### config.mk
export PLATFORM = sky130hd
export DESIGN_NAME = axi_beat_addr_gen
export DESIGN_NICKNAME = d
export VERILOG_FILES = /design/src/rtl/abg_pkg.sv /design/src/rtl/abg_ctrl_fsm.sv /design/src/rtl/abg_beat_count.sv /design/src/rtl/abg_offset_gen.sv /design/src/rtl/axi_beat_addr_gen.sv
export SDC_FILE = /design/constraint.sdc
export NUM_CORES = 1
export LEC_CHECK = 0
export BUFFER_PORTS_ARGS = -buffer_cell sky130_fd_sc_hd__buf_2
export CORE_ASPECT_RATIO = 0.75
export CORE_MARGIN = 3
export CORE_UTILIZATION = 50
export DETAILED_ROUTE_END_ITERATION = 7
export PLACE_DENSITY = 0.68
export SLEW_MARGIN = 40
export SYNTH_ARGS = -nofsm -noshare
export SYNTH_HDL_FRONTEND = slang
export SYNTH_SLANG_ARGS = --single-unit
### constraint.sdc
create_clock -name clk -period 6.3 [get_ports clk]
set_input_delay 0.945 -clock clk [delete_from_list [all_inputs] [get_ports clk]]
set_output_delay 0.945 -clock clk [all_outputs]
set_load 0.005 [all_outputs]
### src/rtl/abg_pkg.sv
package abg_pkg;

    typedef enum logic [1:0] {
        BT_FIXED = 2'd0,
        BT_INCR  = 2'd1,
        BT_WRAP  = 2'd2,
        BT_RSVD  = 2'd3
    } burst_e;

    typedef enum logic {
        ST_IDLE = 1'b0,
        ST_EMIT = 1'b1
    } state_e;

    typedef enum logic [1:0] {
        MODE_HOLD   = 2'd0,
        MODE_LINEAR = 2'd1,
        MODE_WRAP   = 2'd2
    } step_mode_e;

    // Maps a burst type to the way the offset moves; a wrapping burst of one
    // beat never moves, so the zero span is never used.
    function automatic step_mode_e decode_mode(input logic [1:0] bt, input logic len_zero);
        step_mode_e m;
        unique case (burst_e'(bt))
            BT_INCR:  m = MODE_LINEAR;
            BT_WRAP:  m = len_zero ? MODE_HOLD : MODE_WRAP;
            BT_FIXED: m = MODE_HOLD;
            BT_RSVD:  m = MODE_HOLD;
        endcase
        return m;
    endfunction

endpackage

### src/rtl/abg_ctrl_fsm.sv
module abg_ctrl_fsm
    import abg_pkg::*;
(
    input  logic clk,
    input  logic rst_n,
    input  logic cmd_valid,
    input  logic beat_ready,
    input  logic at_last,
    output logic cmd_ready,
    output logic beat_valid,
    output logic load,
    output logic advance
);

    state_e state_q;
    state_e state_d;

    always_ff @(posedge clk or negedge rst_n) begin
        if (!rst_n) begin
            state_q <= ST_IDLE;
        end else begin
            state_q <= state_d;
        end
    end

    always_comb begin
        state_d = state_q;
        unique case (state_q)
            ST_IDLE: if (cmd_valid)              state_d = ST_EMIT;  // accept
            ST_EMIT: if (beat_ready && at_last)  state_d = ST_IDLE;  // finish
        endcase
    end

    always_comb begin
        cmd_ready  = 1'b0;
        beat_valid = 1'b0;
        unique case (state_q)
            ST_IDLE: cmd_ready  = 1'b1;
            ST_EMIT: beat_valid = 1'b1;
        endcase
        load    = cmd_ready && cmd_valid;
        advance = beat_valid && beat_ready;
    end

    // command and beat sides never offered together
    a_r10_exclusive: assert property (@(posedge clk) disable iff (!rst_n)
        !(cmd_ready && beat_valid));

    // an accepted command always opens a burst
    a_r2_accept_opens: assert property (@(posedge clk) disable iff (!rst_n)
        load |=> beat_valid);

endmodule

### src/rtl/abg_beat_count.sv
module abg_beat_count #(
    parameter int LEN_W = 8
) (
    input  logic             clk,
    input  logic             rst_n,
    input  logic             load,
    input  logic             advance,
    input  logic [LEN_W-1:0] len_in,
    output logic             at_last
);

    logic [LEN_W-1:0] cnt_q;
    logic [LEN_W-1:0] len_q;

    always_ff @(posedge clk or negedge rst_n) begin
        if (!rst_n) begin
            cnt_q <= '0;
            len_q <= '0;
        end else if (load) begin
            cnt_q <= '0;
            len_q <= len_in;
        end else if (advance && !at_last) begin
            cnt_q <= cnt_q + 1'b1;
        end
    end

    assign at_last = (cnt_q == len_q);

    // the beat index never runs past the length field
    a_r2_count_bound: assert property (@(posedge clk) disable iff (!rst_n)
        cnt_q <= len_q);

endmodule

### src/rtl/abg_offset_gen.sv
module abg_offset_gen
    import abg_pkg::*;
#(
    parameter int ADDR_W = 32,
    parameter int LEN_W  = 8,
    parameter int SIZE_W = 3
) (
    input  logic              clk,
    input  logic              rst_n,
    input  logic              load,
    input  logic              advance,
    input  logic [ADDR_W-1:0] cmd_addr,
    input  logic [1:0]        cmd_burst,
    input  logic [LEN_W-1:0]  cmd_len,
    input  logic [SIZE_W-1:0] cmd_size,
    output logic [ADDR_W-1:0] beat_addr
);

    localparam int PAD_W = ADDR_W - LEN_W;

    logic [ADDR_W-1:0] start_q;
    logic [ADDR_W-1:0] step_q;
    logic [ADDR_W-1:0] span_q;
    logic [ADDR_W-1:0] off_q;
    step_mode_e        mode_q;

    logic [ADDR_W-1:0] step_in;
    logic [ADDR_W-1:0] span_in;
    logic [ADDR_W-1:0] sum;
    logic [ADDR_W-1:0] off_d;

    assign step_in = {{(ADDR_W-1){1'b0}}, 1'b1} << cmd_size;
    assign span_in = step_in * {{PAD_W{1'b0}}, cmd_len};
    assign sum     = off_q + step_q;

    always_comb begin
        off_d = off_q;
        unique case (mode_q)
            MODE_HOLD:   off_d = '0;
            MODE_LINEAR: off_d = sum;
            MODE_WRAP:   off_d = (sum >= span_q) ? (sum - span_q) : sum;
            default:     off_d = '0;
        endcase
    end

    always_ff @(posedge clk or negedge rst_n) begin
        if (!rst_n) begin
            start_q <= '0;
            step_q  <= '0;
            span_q  <= '0;
            off_q   <= '0;
            mode_q  <= MODE_HOLD;
        end else if (load) begin
            start_q <= cmd_addr;
            step_q  <= step_in;
            span_q  <= span_in;
            off_q   <= '0;
            mode_q  <= decode_mode(cmd_burst, cmd_len == '0);
        end else if (advance) begin
            off_q   <= off_d;
        end
    end

    assign beat_addr = start_q + off_q;

    // non-moving bursts keep a zero offset
    a_r3_hold_zero: assert property (@(posedge clk) disable iff (!rst_n)
        (mode_q == MODE_HOLD) |-> (off_q == '0));

    // a wrapping offset always stays inside its span
    a_r5_wrap_inside: assert property (@(posedge clk) disable iff (!rst_n)
        (mode_q == MODE_WRAP) |-> (off_q < span_q));

endmodule

### src/rtl/axi_beat_addr_gen.sv
module axi_beat_addr_gen #(
    parameter int ADDR_W = 32,
    parameter int LEN_W  = 8,
    parameter int SIZE_W = 3
) (
    input  logic              clk,
    input  logic              rst_n,
    input  logic              cmd_valid,
    output logic              cmd_ready,
    input  logic [ADDR_W-1:0] cmd_addr,
    input  logic [1:0]        cmd_burst,
    input  logic [LEN_W-1:0]  cmd_len,
    input  logic [SIZE_W-1:0] cmd_size,
    output logic              beat_valid,
    input  logic              beat_ready,
    output logic [ADDR_W-1:0] beat_addr,
    output logic              beat_last
);

    logic load;
    logic advance;
    logic at_last;

    abg_ctrl_fsm u_fsm (
        .clk        (clk),
        .rst_n      (rst_n),
        .cmd_valid  (cmd_valid),
        .beat_ready (beat_ready),
        .at_last    (at_last),
        .cmd_ready  (cmd_ready),
        .beat_valid (beat_valid),
        .load       (load),
        .advance    (advance)
    );

    abg_beat_count #(.LEN_W(LEN_W)) u_cnt (
        .clk     (clk),
        .rst_n   (rst_n),
        .load    (load),
        .advance (advance),
        .len_in  (cmd_len),
        .at_last (at_last)
    );

    abg_offset_gen #(.ADDR_W(ADDR_W), .LEN_W(LEN_W), .SIZE_W(SIZE_W)) u_off (
        .clk       (clk),
        .rst_n     (rst_n),
        .load      (load),
        .advance   (advance),
        .cmd_addr  (cmd_addr),
        .cmd_burst (cmd_burst),
        .cmd_len   (cmd_len),
        .cmd_size  (cmd_size),
        .beat_addr (beat_addr)
    );

    assign beat_last = beat_valid && at_last;

    // a stalled beat keeps its address and flag
    a_r9_stall_hold: assert property (@(posedge clk) disable iff (!rst_n)
        (beat_valid && !beat_ready) |=>
            (beat_valid && $stable(beat_addr) && $stable(beat_last)));

    // handing off the last beat closes the burst
    a_r10_finish_idle: assert property (@(posedge clk) disable iff (!rst_n)
        (beat_valid && beat_ready && beat_last) |=> (cmd_ready && !beat_valid));

    // a handoff that is not the last keeps the command side closed
    a_r10_mid_closed: assert property (@(posedge clk) disable iff (!rst_n)
        (beat_valid && beat_ready && !beat_last) |=> (!cmd_ready && beat_valid));

endmodule

==> flow_metrics.py <==
metrics = {
    "pwr": {
        "combinationalPowerShare_pct": 65.7,
        "p_int_mw": 2.815,
        "netSwitchingPower_mw": 2.607,
        "power_density_nw_per_um2": 475.1,
        "pwr-share-seq_pct": 23.0,
        "leakagePower_nw": 5.675,
        "totalPowerFinal_mw": 5.422,
        "power_frac_clock_pct": 11.3,
        "switching_share_pct": 48.09,
        "vdd_ir_drop_max_mv": 0.2543,
    },
    "worst_setup_path": {
        "path_class": "reg -> reg",
        "crit_path_max_incr_delay_ps": 450,
        "cp-end-kind": "register",
        "required_ps": 6610,
        "crit_arrival_ps": 5710,
        "critPathMaxFanout": 8,
        "cp_cell_sequence": "ha_1 -> fa_1 -> a211oi_1 -> o211a_1 -> or2_1 -> buf_4 -> nor2_1 -> nand2_1 -> xnor2_1 -> ha_1 -> a21o_1 -> nor3_1 -> nand3_1 -> a41oi_1 -> o211ai_1 -> or2_0 -> or2_0 -> o41ai_1 -> a211o_1",
        "critPathLaunchType": "register",
        "cpMaxStageDelayCell": "a41oi_1",
        "path_buf_inv": 1,
        "crit_family": "compound AO/OA/AOI/OAI gates",
    },
    "synth": {
        "ys_warn_count": 0,
        "yosysSeqAreaShare_pct": 26.15,
        "synth_area_leaders": "dfrtp_1 (26%), ha_1 (12%), nand2_1 (9.8%)",
        "syn_inst": 1253,
        "ys.flop_type": "dfrtp_1",
        "synth_cell_types": 87,
        "synth_top_area_share_pct": 26.15,
        "synth_seq_cells": 109,
        "ys_top_cells_by_count": "nand2_1 (271), dfrtp_1 (109), ha_1 (100), inv_1 (88), nor2_1 (66)",
        "syn_area_um2": 10430,
        "async_flop_share_pct": 100.0,
        "yosys.cell_count.top_type": "nand2_1",
        "synth_edf_count": 0,
        "synth.avg_cell_area_um2": 8.324,
        "yosys.area.top_type": "dfrtp_1",
        "synth_fp_nets": 1441,
    },
    "timing": {
        "skew_ps": 8.740,
        "min_period_ps": 5401,
        "rsz0062_at_grt": "false",
        "setup_tns_ps": 0,
        "period_share_pct": 85.73,
        "finalHoldViolCount": 0,
        "slew_headroom_pct": 47.68,
        "whs_ps": 483.4,
        "setup_slack_ps": 898.7,
        "setup_violations": 0,
        "fmax_mhz": 185.1,
        "worst_pin_slew_ps": 784.8,
        "slew_viol_final": 0,
    },
    "die": {
        "io_pins": 84,
        "die_x_um": 172.8,
        "core-area_um2": 20380,
        "start_util_pct": 51.17,
        "row_count": 45,
        "dieArea_um2": 22650,
        "die_h_um": 131.1,
    },
    "clocking": {
        "postCtsSetupBuffers": 0,
        "worstSkewPairLatency_ps": 370,
        "cts_tree": "done",
        "clk_path_buf_depth": 2,
        "cts-hold-fix-buffers": 0,
        "clkTransAtPathRegs_ps": 80,
        "h-tree-depth": 3,
        "cts-root-buf": "clkbuf_16",
        "cts_made_buffers": 9,
        "post_cts_resized": 0,
        "cts_sinks": 109,
    },
    "grt": {
        "grt_pass1_wl_mm": 42.35,
        "grt_pass1_vias": 8323,
        "grt_antenna_before_repair": 0,
        "grt_usage_pct": 22.71,
        "grt_max_degree": 77,
        "grt_overflow": 0,
    },
    "finish": {
        "fin_nets": 1501,
        "instances_no_fill": 1600,
        "regArea_um2": 2728,
        "nFillCells": 1942,
        "multiInputGateArea_um2": 7181,
        "diodes": 0,
        "layout-drive-gt1-share_pct": 10.85,
        "area_delta_synth_final_pct": 9.429,
    },
    "placement": {
        "place.port_buffers": 83,
        "pre_cts_ws_ps": 546.0,
        "place.gp.congestion": 0.9138,
        "placed_cells": 1584,
        "dp.final_hpwl_mm": 18.79,
    },
    "route": {
        "drt-pass1-iter-count": 7,
        "drt_wl_total_mm": 25.15,
        "drtIter0Drc": 699,
        "vias": 8982,
        "drc": 0,
        "wl_per_cell_um": 15.72,
        "vias_per_cell": 5.614,
        "ant_nets": 0,
    },
    "hold_path": {
        "hold_path_class": "reg -> reg",
    },
    "run_status": {
        "outcome": "completed",
    },
    "flow_run": {
        "maxCapViolCount": 0,
    },
}
==> cell families (layout without fill, tap and decap cells) <==
kind of cell	count (synthesis)	count (layout)	synth area share, %
xor+xnor	94	94	7.965
mux	2	2	0.1919
simple gates	513	513	23.33
buf+inv	134	199	5.134
compound gates	262	262	17.74
fa+ha+maj	139	139	19.48
flops	109	109	26.15
==> metal layers <==
| layer | global-route usage (%) | wire length, um | vias up |
|---|---|---|---|
| met2 | 34.89 | 10700 | 250 |
| li1 | - | - | 4464 |
| met1 | 33.90 | 12640 | 4253 |
| met5 | 0 | 0 | - |
| met4 | 4.526 | 226 | 0 |
| met3 | 4.088 | 1587 | 15 |
==> power by group through the flow <==
stage | Clock, mW | Sequential (mW) | Combinational, mW
CTS | 0.621 | 1.24 | 3.53
global placement | 0 | 1.25 | 3.47
finish | 0.611 | 1.25 | 3.56
global route | 0.651 | 1.29 | 3.99
floorplan | 0 | 1.15 | 2.80
detailed placement | 0 | 1.26 | 3.50
==> stage by stage <==
step / instance area [um^2] / util [%]
finish: 11410 / 56.00
global route: 11410 / 56.00
floorplan: 10430 / -
detailed placement: 11100 / 54.46
global placement: 11100 / 54.46
CTS: 11410 / 55.98
==> registers in the layout, indices dropped and copies added, names as in the netlist <==
name	flops
u_cnt.cnt_q	8
u_cnt.len_q	8
u_fsm.state_q	1
u_off.mode_q	2
u_off.off_q	32
u_off.span_q	18
u_off.start_q	32
u_off.step_q	8
==> cells in the final DEF, fill, tap and decap left out, types with 9 or more instances in the layout <==
master     netlist  final
a31oi_1          9      9
nand2_1        271    270
xor2_1          30     30
buf_2            0     82
ha_1           100    100
xnor2_1         63     63
fa_1            39     39
and3_1           9      9
dfrtp_1        109    109
nand3_1         24     24
nor2_1          66     66
buf_4            0     12
and2_1          33     33
inv_1           88     88
a21oi_1         57     56
and4_1          10     10
a21o_1          26     26
a221o_1         12     12
nand4_1         16     16
clkbuf_16        0      9
nor3_1          23     23
o21ai_0         54     54
o211ai_1        10     10
==> worst register-to-register path, delay by kind of cell, from the launching register on <==
family / cells / cell delay, ps
AO/OA/AOI/OAI: 7 / 2080
flip-flops: 1 / 420
buffers and inverters: 1 / 190
adder cells (fa/ha/maj): 3 / 1050
XOR/XNOR: 1 / 160
AND/OR/NAND/NOR: 7 / 1450
==> cell type report <==
cell class              count  share of cell area [%]
clock inverters             6                  0.6249
well taps                 282                   3.091
clock buffers              10                   2.094
flip-flops and latches    109                   23.90
repair buffers             95                   4.484
inverters                  88                   2.894
multi-input cells        1010                   62.91
==> path summary, 6_finish.rpt <==
check | start | end | slack (ps) | cells after the start
worst max-delay path | u_off.off_q[0]$_DFFE_PN0P_ | u_off.off_q[31]$_DFFE_PN0P_ | 900 | 19
worst min-delay path | u_off.start_q[29]$_DFFE_PN0P_ | u_off.start_q[29]$_DFFE_PN0P_ | 480 | 2
worst max register to register | u_off.off_q[0]$_DFFE_PN0P_ | u_off.off_q[31]$_DFFE_PN0P_ | 900 | 19
worst min register to register | u_off.start_q[29]$_DFFE_PN0P_ | u_off.start_q[29]$_DFFE_PN0P_ | 480 | 2
max in group asynchronous | rst_n | u_off.span_q[9]$_DFFE_PN0P_ | 4680 | 2
min in group asynchronous | rst_n | u_off.start_q[14]$_DFFE_PN0P_ | 570 | 1
Note: power is estimated with default switching activity, not from simulation.
